## src/rtl/lbus_slave.sv

```systemverilog
module lbus_slave #(
  parameter int ADDR_W = 16,
  parameter int DATA_W = 16,
  parameter int CS_W = 3,
  parameter logic [CS_W-1:0] SEL_CODE = 3'b110,
  parameter int NUM_REGS = 8,
  parameter int SYNC_STAGES = 2
) (
  input  logic              clk,
  input  logic              rst,
  input  logic [ADDR_W-1:0] bus_addr,
  input  logic [CS_W-1:0]   bus_cs_n,
  input  logic              bus_oe_n,
  input  logic              bus_we_n,
  input  logic [DATA_W-1:0] bus_dq_i,
  output logic [DATA_W-1:0] bus_dq_o,
  output logic              bus_dq_oe
);

  localparam int IDX_W  = ADDR_W - 1;
  localparam int SLOT_W = (NUM_REGS > 1) ? $clog2(NUM_REGS) : 1;
  localparam int BUS_W  = IDX_W + DATA_W + CS_W + 2;
  localparam logic [BUS_W-1:0] IDLE = {{IDX_W{1'b0}}, {DATA_W{1'b0}}, {CS_W{1'b1}}, 2'b11};
  localparam logic [IDX_W:0] LIMIT = (IDX_W + 1)'(NUM_REGS);

  logic unused_lsb;
  assign unused_lsb = bus_addr[0];

  logic [BUS_W-1:0] stage [SYNC_STAGES];

  always_ff @(posedge clk) begin
    if (rst) begin
      for (int i = 0; i < SYNC_STAGES; i++) stage[i] <= IDLE;
    end else begin
      stage[0] <= {bus_addr[ADDR_W-1:1], bus_dq_i, bus_cs_n, bus_oe_n, bus_we_n};
      for (int i = 1; i < SYNC_STAGES; i++) stage[i] <= stage[i-1];
    end
  end

  logic [IDX_W-1:0]  s_idx;
  logic [DATA_W-1:0] s_data;
  logic [CS_W-1:0]   s_cs_n;
  logic              s_oe_n, s_we_n;
  assign {s_idx, s_data, s_cs_n, s_oe_n, s_we_n} = stage[SYNC_STAGES-1];

  logic oe_prev, we_prev;
  always_ff @(posedge clk) begin
    if (rst) begin
      oe_prev <= 1'b1;
      we_prev <= 1'b1;
    end else begin
      oe_prev <= s_oe_n;
      we_prev <= s_we_n;
    end
  end

  logic sel_s, wr_stb, rd_stb, hit;
  logic [SLOT_W-1:0] slot;
  assign sel_s  = (s_cs_n == SEL_CODE);
  assign wr_stb = we_prev & ~s_we_n & sel_s;
  assign rd_stb = oe_prev & ~s_oe_n & sel_s;
  assign hit    = ({1'b0, s_idx} < LIMIT);
  assign slot   = s_idx[SLOT_W-1:0];

  logic [DATA_W-1:0] regs [NUM_REGS];
  always_ff @(posedge clk) begin
    if (rst) begin
      for (int i = 0; i < NUM_REGS; i++) regs[i] <= '0;
    end else if (wr_stb && hit) begin
      for (int i = 0; i < NUM_REGS; i++)
        if (slot == SLOT_W'(i)) regs[i] <= s_data;
    end
  end

  logic [DATA_W-1:0] rdata;
  always_ff @(posedge clk) begin
    if (rst)         rdata <= '0;
    else if (rd_stb) rdata <= hit ? regs[slot] : '0;
  end

  assign bus_dq_o  = rdata;
  assign bus_dq_oe = ~rst & ~bus_oe_n & (bus_cs_n == SEL_CODE);

  logic [NUM_REGS*DATA_W-1:0] regs_flat;
  for (genvar g = 0; g < NUM_REGS; g++) begin : g_flat
    assign regs_flat[g*DATA_W +: DATA_W] = regs[g];
  end

endmodule

```

## config.mk

```make
export PLATFORM = sky130hd
export DESIGN_NAME = lbus_slave
export DESIGN_NICKNAME = d
export VERILOG_FILES = /design/src/rtl/lbus_slave.sv
export SDC_FILE = /design/constraint.sdc
export NUM_CORES = 1
export LEC_CHECK = 0
export BUFFER_PORTS_ARGS = -buffer_cell sky130_fd_sc_hd__buf_4
export CAP_MARGIN = 20
export CORE_ASPECT_RATIO = 1.75
export CORE_MARGIN = 5
export CORE_UTILIZATION = 35
export DETAILED_ROUTE_END_ITERATION = 8
export SYNTH_ARGS = -nofsm -noshare
export SYNTH_HDL_FRONTEND = slang
export SYNTH_SLANG_ARGS = --single-unit
```

## constraint.sdc

```tcl
create_clock -name clk -period 2.45 [get_ports clk]
set_input_delay 0.3675 -clock clk [delete_from_list [all_inputs] [get_ports clk]]
set_output_delay 0.3675 -clock clk [all_outputs]
set_load 0.01 [all_outputs]
```

==> metrics.txt, run 1 <==
status completed; hold_buf cts 0; Clock Sinks around 220; setup_tns 0 ns; final hold slack 0.0623 ns; hpwl dp 11800 um; Layout Nets 678; final cell area excluding filler cells 9760 um^2; initial antenna violation count 0; CTS tree built; Pint between 5 and 6 mW; most common cell in the synthesized netlist edfxtp_1; Synth area leader edfxtp_1; fraction of layout cells with a size suffix above 1 between 20% and 30%; EDFF count, synth 128; Synth Area in Compound Gates 2.25%; final core utilization 41.7%; first-pass GRT wire length between 20000 and 30000 um; synthesis-stage register bit count 218; Post-Synth Simple-Gate Area 14.7%; H-tree depth 1; Syn Inst Count 577; ys async rst share 0%; Final ANT Viol Nets 0; clock share of power 40.1%; Logic pwr share 5.9%; WL final around 18000 um; worst setup path category reg2reg; max_slew headroom 51.8%; TritonCTS buffer count 20; P&R area growth vs syn 16.9%; Mapped Nets between 600 and 700; nature of the critical path endpoint register; vias in the first global route 5164; sw frac 21.4%; final setup violation count 0; Vias per Instance 4.99; Die X 127 um; area share of the largest cell type after synthesis 46.0%; Worst VDD drop 0.408 mV; Ports 56; chip height 214 um; top cells by count, synth edfxtp_1, nor3_1, dfxtp_1; Cell Rows 74; number of port buffers 54; # Post-CTS Setup Buffers 0; Ys Warns 0; Sw Pwr roughly 1.6 mW; Post-Syn Area 8350 um^2; synth top area cells edfxtp_1, dfxtp_1, mux4_2, nor3_1, nor2b_1; Placed Instance Area between 9000 and 10000 um^2; sequential area share after synthesis 67.6%; Slew @ Worst Pin 0.723 ns; Clock Latency Late Sink 0.49 ns; Final Hold Vio Count 0; mux share of post-synthesis cell area 10.5%; adder-cell share of the synthesized area 0%; Max Fanout on Critical Path 64; main combinational cell family by area after synthesis simple AND/OR/NAND/NOR gates; post-synth cell types 32; Data arrival, critical path ~2.3 ns; post-DR wirelength/cell 18.4 um; Vias roughly 4800; Hold Path Class in2reg; top_reg_cell synth edfxtp_1; Initial DRC Count 339; MaxCap Viol Count 0; sequential group share of total power 53.9%; largest net degree at the start of global routing between 60 and 70; RePlAce Congestion around 0.8; Post-Syn Area per Cell between 10 and 15 um^2; Clock Tree Buf Depth 3; DR pass1 iterations 4; Fmax just over 500 MHz; PwrDens 768 nW/um^2; GRT Total Usage 13.1%; clk_skew 0.0123 ns; CTS resizes 0; DIE AREA 27200 um^2; Tmin final a little under 2 ns; global route total overflow 0; worst setup margin 0.506 ns; Tcrit/Tclk final 79.3%; DRC 0; Reg clk slew, reported paths 0.06 ns; Root Buffer clkbuf_16; RSZ-0062 raised after global routing false; Inserted Diodes 0; CP required 2.83 ns; Post-Place Worst Slack between 0.4 and 0.5 ns; Slew Viols, Final 0; Starting Density 35.7%; Leak Pwr about 3.6 nW; CORE AREA 23400 um^2; crit path launch type register; Synth Area in XOR/XNOR 0%
power by group through the flow:
stage          clock network [mW]  registers [mW]  logic, mW
6_report                     3.01            4.04      0.445
5_1_grt                      3.21            4.05      0.487
4_1_cts                      3.09            4.05      0.454
3_5_place_dp                    0            4.13      0.454
3_3_place_gp                    0            4.12      0.442
2_1_floorplan                   0            4.11      0.298
worst max-delay path, stage by stage, from the launching register on:
cell and delay (ns):
dfxtp_1 0.30, nor4_1 0.50, nand3_4 0.25, buf_4 0.40, o32ai_1 0.36
cell families after synthesis:
family,count (synthesis)
flops,218
buf+inv,78
simple gates,208
mux,48
compound gates,25
sequential cells by signal, indices dropped and copies added (netlist names):
register,flops
bus_dq_o,16
stage,72
oe_prev,1
regs,128
we_prev,1
per-layer routing:
layer / global-route usage (%) / vias up / share of wire, % / routed length (um)
li1: - / 2232 / - / -
met1: 14.1 / 2380 / 35 / 6090
met2: 24.3 / 127 / 56 / 9770
met3: 2.44 / 41 / 5.6 / 984
met4: 5.83 / 0 / 4.2 / 735
met5: 0 / - / 0 / 0
stage by stage:
step	cells	total power [mW]
2_1_floorplan	577	4.41
6_report	957	7.50
4_1_cts	957	7.59
3_5_place_dp	921	4.58
3_3_place_gp	921	4.56
5_1_grt	957	7.75
final timing paths:
check / start / endpoint / slack (ns) / depth (start not counted)
worst max-delay path: stage[0][62]$_SDFF_PP0_ / bus_dq_o[6]$_SDFFE_PP0P_ / 0.51 / 4
worst min-delay path: bus_we_n / stage[0][0]$_SDFF_PP1_ / 0.06 / 2
worst max register to register: stage[0][62]$_SDFF_PP0_ / bus_dq_o[6]$_SDFFE_PP0P_ / 0.51 / 4
worst min register to register: stage[0][2]$_SDFF_PP1_ / stage[0][38]$_SDFF_PP1_ / 0.41 / 1
cells in the final DEF (no fill, tap or decap), types with 3 or more instances in the layout:
cell / instances
buf_4: 82
clkbuf_1: 3
clkbuf_16: 22
clkinv_2: 4
dfxtp_1: 89
edfxtp_1: 128
inv_1: 35
mux2i_1: 16
mux4_2: 32
nand2_1: 17
nand4_2: 3
nand4_4: 3
nor2b_1: 63
nor3_1: 94
nor3_2: 3
nor4_1: 3
o21ai_1: 8
o32ai_1: 16
or2_2: 11
cell type report:
| class | instances | area [um^2] |
|---|---|---|
| multi-input cells | 281 | 2310 |
| clock buffers | 27 | 589 |
| well taps | 304 | 380 |
| inverters | 34 | 128 |
| flip-flops and latches | 218 | 5650 |
| fillers | 2137 | 13700 |
| repair buffers | 84 | 656 |
| clock inverters | 9 | 53.8 |
Power figures use the tool's default switching activity.
==> run 2: changes to the inputs <==
- clock period: 2.45 -> 1.8 ns (I/O delays scaled with it)
==> run 2 against run 1 <==
  * Clock skew is 0.0054 ns higher
  * Maximum frequency is 14% higher
  * Global-route usage is 0.30 points lower
  * Flip-flop and latch count stayed put
  * Combinational power is 69% higher
==> metrics.txt, run 2 (synthesis gave the netlist of run 1 again) <==
status completed; CORE AREA between 20000 and 25000 um^2; first-pass GRT wire length 27700 um; R2R setup slack ~0.097 ns; Clock Latency Late Sink ~0.5 ns; vias in the first global route ~5200; number of port buffers 54; nature of the critical path endpoint register; Vias per Instance 4.86; DRC 0; delay-heaviest family, CP buffers and inverters; GRT Total Usage 12.8%; PwrDens 981 nW/um^2; largest net degree at the start of global routing between 80 and 90; max incr delay on CP 0.30 ns; Worst VDD drop 0.576 mV; Tcrit/Tclk final 94.6%; Slew @ Worst Pin roughly 0.62 ns; Leak Pwr around 3.8 nW; Inserted Diodes 0; worst path cell trace nor4_1 > buf_4 > nand3_4 > buf_12 > o31ai_4 > buf_12; Starting Density 35.7%; max_slew headroom 58.6%; Largest register FFs 128; Fmax 587 MHz; chip height 214 um; Die X 127 um; cell mode on critical path buf_12; r2r startpoint stage[0][71]$_SDFF_PP0_; Data arrival, critical path 1.89 ns; RSZ-0062 raised after global routing false; worst reg2reg path endpoint regs[7][0]$_DFFE_PP_; Max Fanout on Critical Path 16; final hold slack 0.0114 ns; Hold Path Depth 2; Worst R2R Path Depth 6; post-DR wirelength/cell 17.3 um; startpoint of the worst hold path bus_dq_i[9]; worst setup path category reg2reg; DIE AREA around 27000 um^2; Initial DRC Count about 200; final setup violation count 0; final core utilization 44.6%; fraction of layout cells with a size suffix above 1 29.3%; Cell Rows 74; commonest non-fill, non-tap cells in the layout edfxtp_1, nor3_1, dfxtp_1; RePlAce Congestion 0.721; Vias 4854; setup_tns 0 ns; initial antenna violation count 0; Layout Nets 719; global route total overflow 0; hpwl dp approximately 11000 um; TritonCTS buffer count 20; MaxCap Viol Count 0; Clock Tree Buf Depth 3; crit path launch type register; CTS tree built; Worst Path Buf+Inv 3; DR pass1 iterations 5; Clock Sinks 218; most common cell after layout, fill and taps aside edfxtp_1; CP required just under 2 ns; Tmin final between 1.5 and 2 ns; Ports 56; Final ANT Viol Nets 0; WL final around 17000 um; Reg clk slew, reported paths 0.06 ns; Final Hold Vio Count 0; clk_skew between 0.015 and 0.02 ns; Hold Path Class in2reg; Endpoint, Worst Hold stage[0][14]$_SDFF_PP0_; Slew Viols, Final 0; H-tree depth 1; Root Buffer clkbuf_16; CP max-delay cell dfxtp_1; Most flops, register regs; P&R area growth vs syn 25.2%
## run 2: cell types whose count changed in the layout (fill, tap and decap cells not counted), moves of 5 or more
| cell | before | now |
|---|---|---|
| buf_12 | 2 | 16 |
| nor3_1 | 94 | 89 |
| dlygate4sd3_1 | 0 | 34 |
| o21ai_1 | 8 | 1 |
| buf_4 | 82 | 75 |
| o21ai_4 | 0 | 5 |
| nor3_2 | 3 | 8 |
## run 2: how the worst max path moves through the flow
stage	cells past startpoint	from	slack, ns	to
floorplan	5	stage[0][57]$_SDFF_PP0_	-0.008	regs[0][0]$_SDFFCE_PN0P_
global placement	6	stage[0][67]$_SDFF_PP0_	0.05	regs[7][13]$_DFFE_PP_
detailed placement	6	stage[0][67]$_SDFF_PP0_	0.08	regs[7][13]$_DFFE_PP_
CTS	6	stage[0][67]$_SDFF_PP0_	0.06	regs[7][1]$_DFFE_PP_
global route	5	stage[0][57]$_SDFF_PP0_	0.002	bus_dq_o[2]$_SDFFE_PP0P_
finish	6	stage[0][71]$_SDFF_PP0_	0.1	regs[7][0]$_DFFE_PP_
## run 2: layout make-up
cell class,count,area [um^2]
Timing Repair Buffer,125,1220
Clock inverter,12,76.3
Fill cell,2100,13000
Clock buffer,24,547
Tap cell,304,380
Sequential cell,218,5650
Multi-Input combinational cell,281,2450
Inverter,34,128
## run 2: per-layer routing
metal	GRT usage (%)	part of all wire, %	vias up
li1	-	-	2312
met1	15.2	39	2388
met2	23.4	54	129
met3	1.69	4.1	25
met4	4.33	2.8	0
met5	0	0	-
## run 2: worst register-to-register path, cell delays in order, from the launching register on
cell and delay (ns):
dfxtp_1 0.30, nor4_1 0.27, buf_4 0.16, nand3_4 0.07
buf_12 0.16, o31ai_4 0.22, buf_12 0.21
## run 2: repair_timing
item                                   in CTS  in global routing
endpoints found under the hold margin      34                  0
hold buffers                               34                  0
setup buffers                               0                  0
setup endpoints to repair                   0                 82
gates resized for setup                     0                 11
## run 2: where the power goes
| group | total (mW) | internal [mW] | switching [mW] |
|---|---|---|---|
| Clock | 4.00 | 2.19 | 1.81 |
| Sequential | 5.50 | 5.45 | 0.0516 |
| Combinational | 0.751 | 0.361 | 0.390 |
| Total | 10.3 | 8.01 | 2.25 |
## run 2: stage by stage
stage | total power [mW] | worst slack (ns) | cell area [um^2] | cells
2_1_floorplan | 6.02 | -0.00808 | 8450 | 577
3_3_place_gp | 6.28 | 0.0491 | 9430 | 928
3_5_place_dp | 6.31 | 0.0759 | 9430 | 928
4_1_cts | 10.3 | 0.0561 | 10400 | 998
5_1_grt | 10.6 | 0.00220 | 10500 | 998
6_report | 10.3 | 0.0972 | 10500 | 998
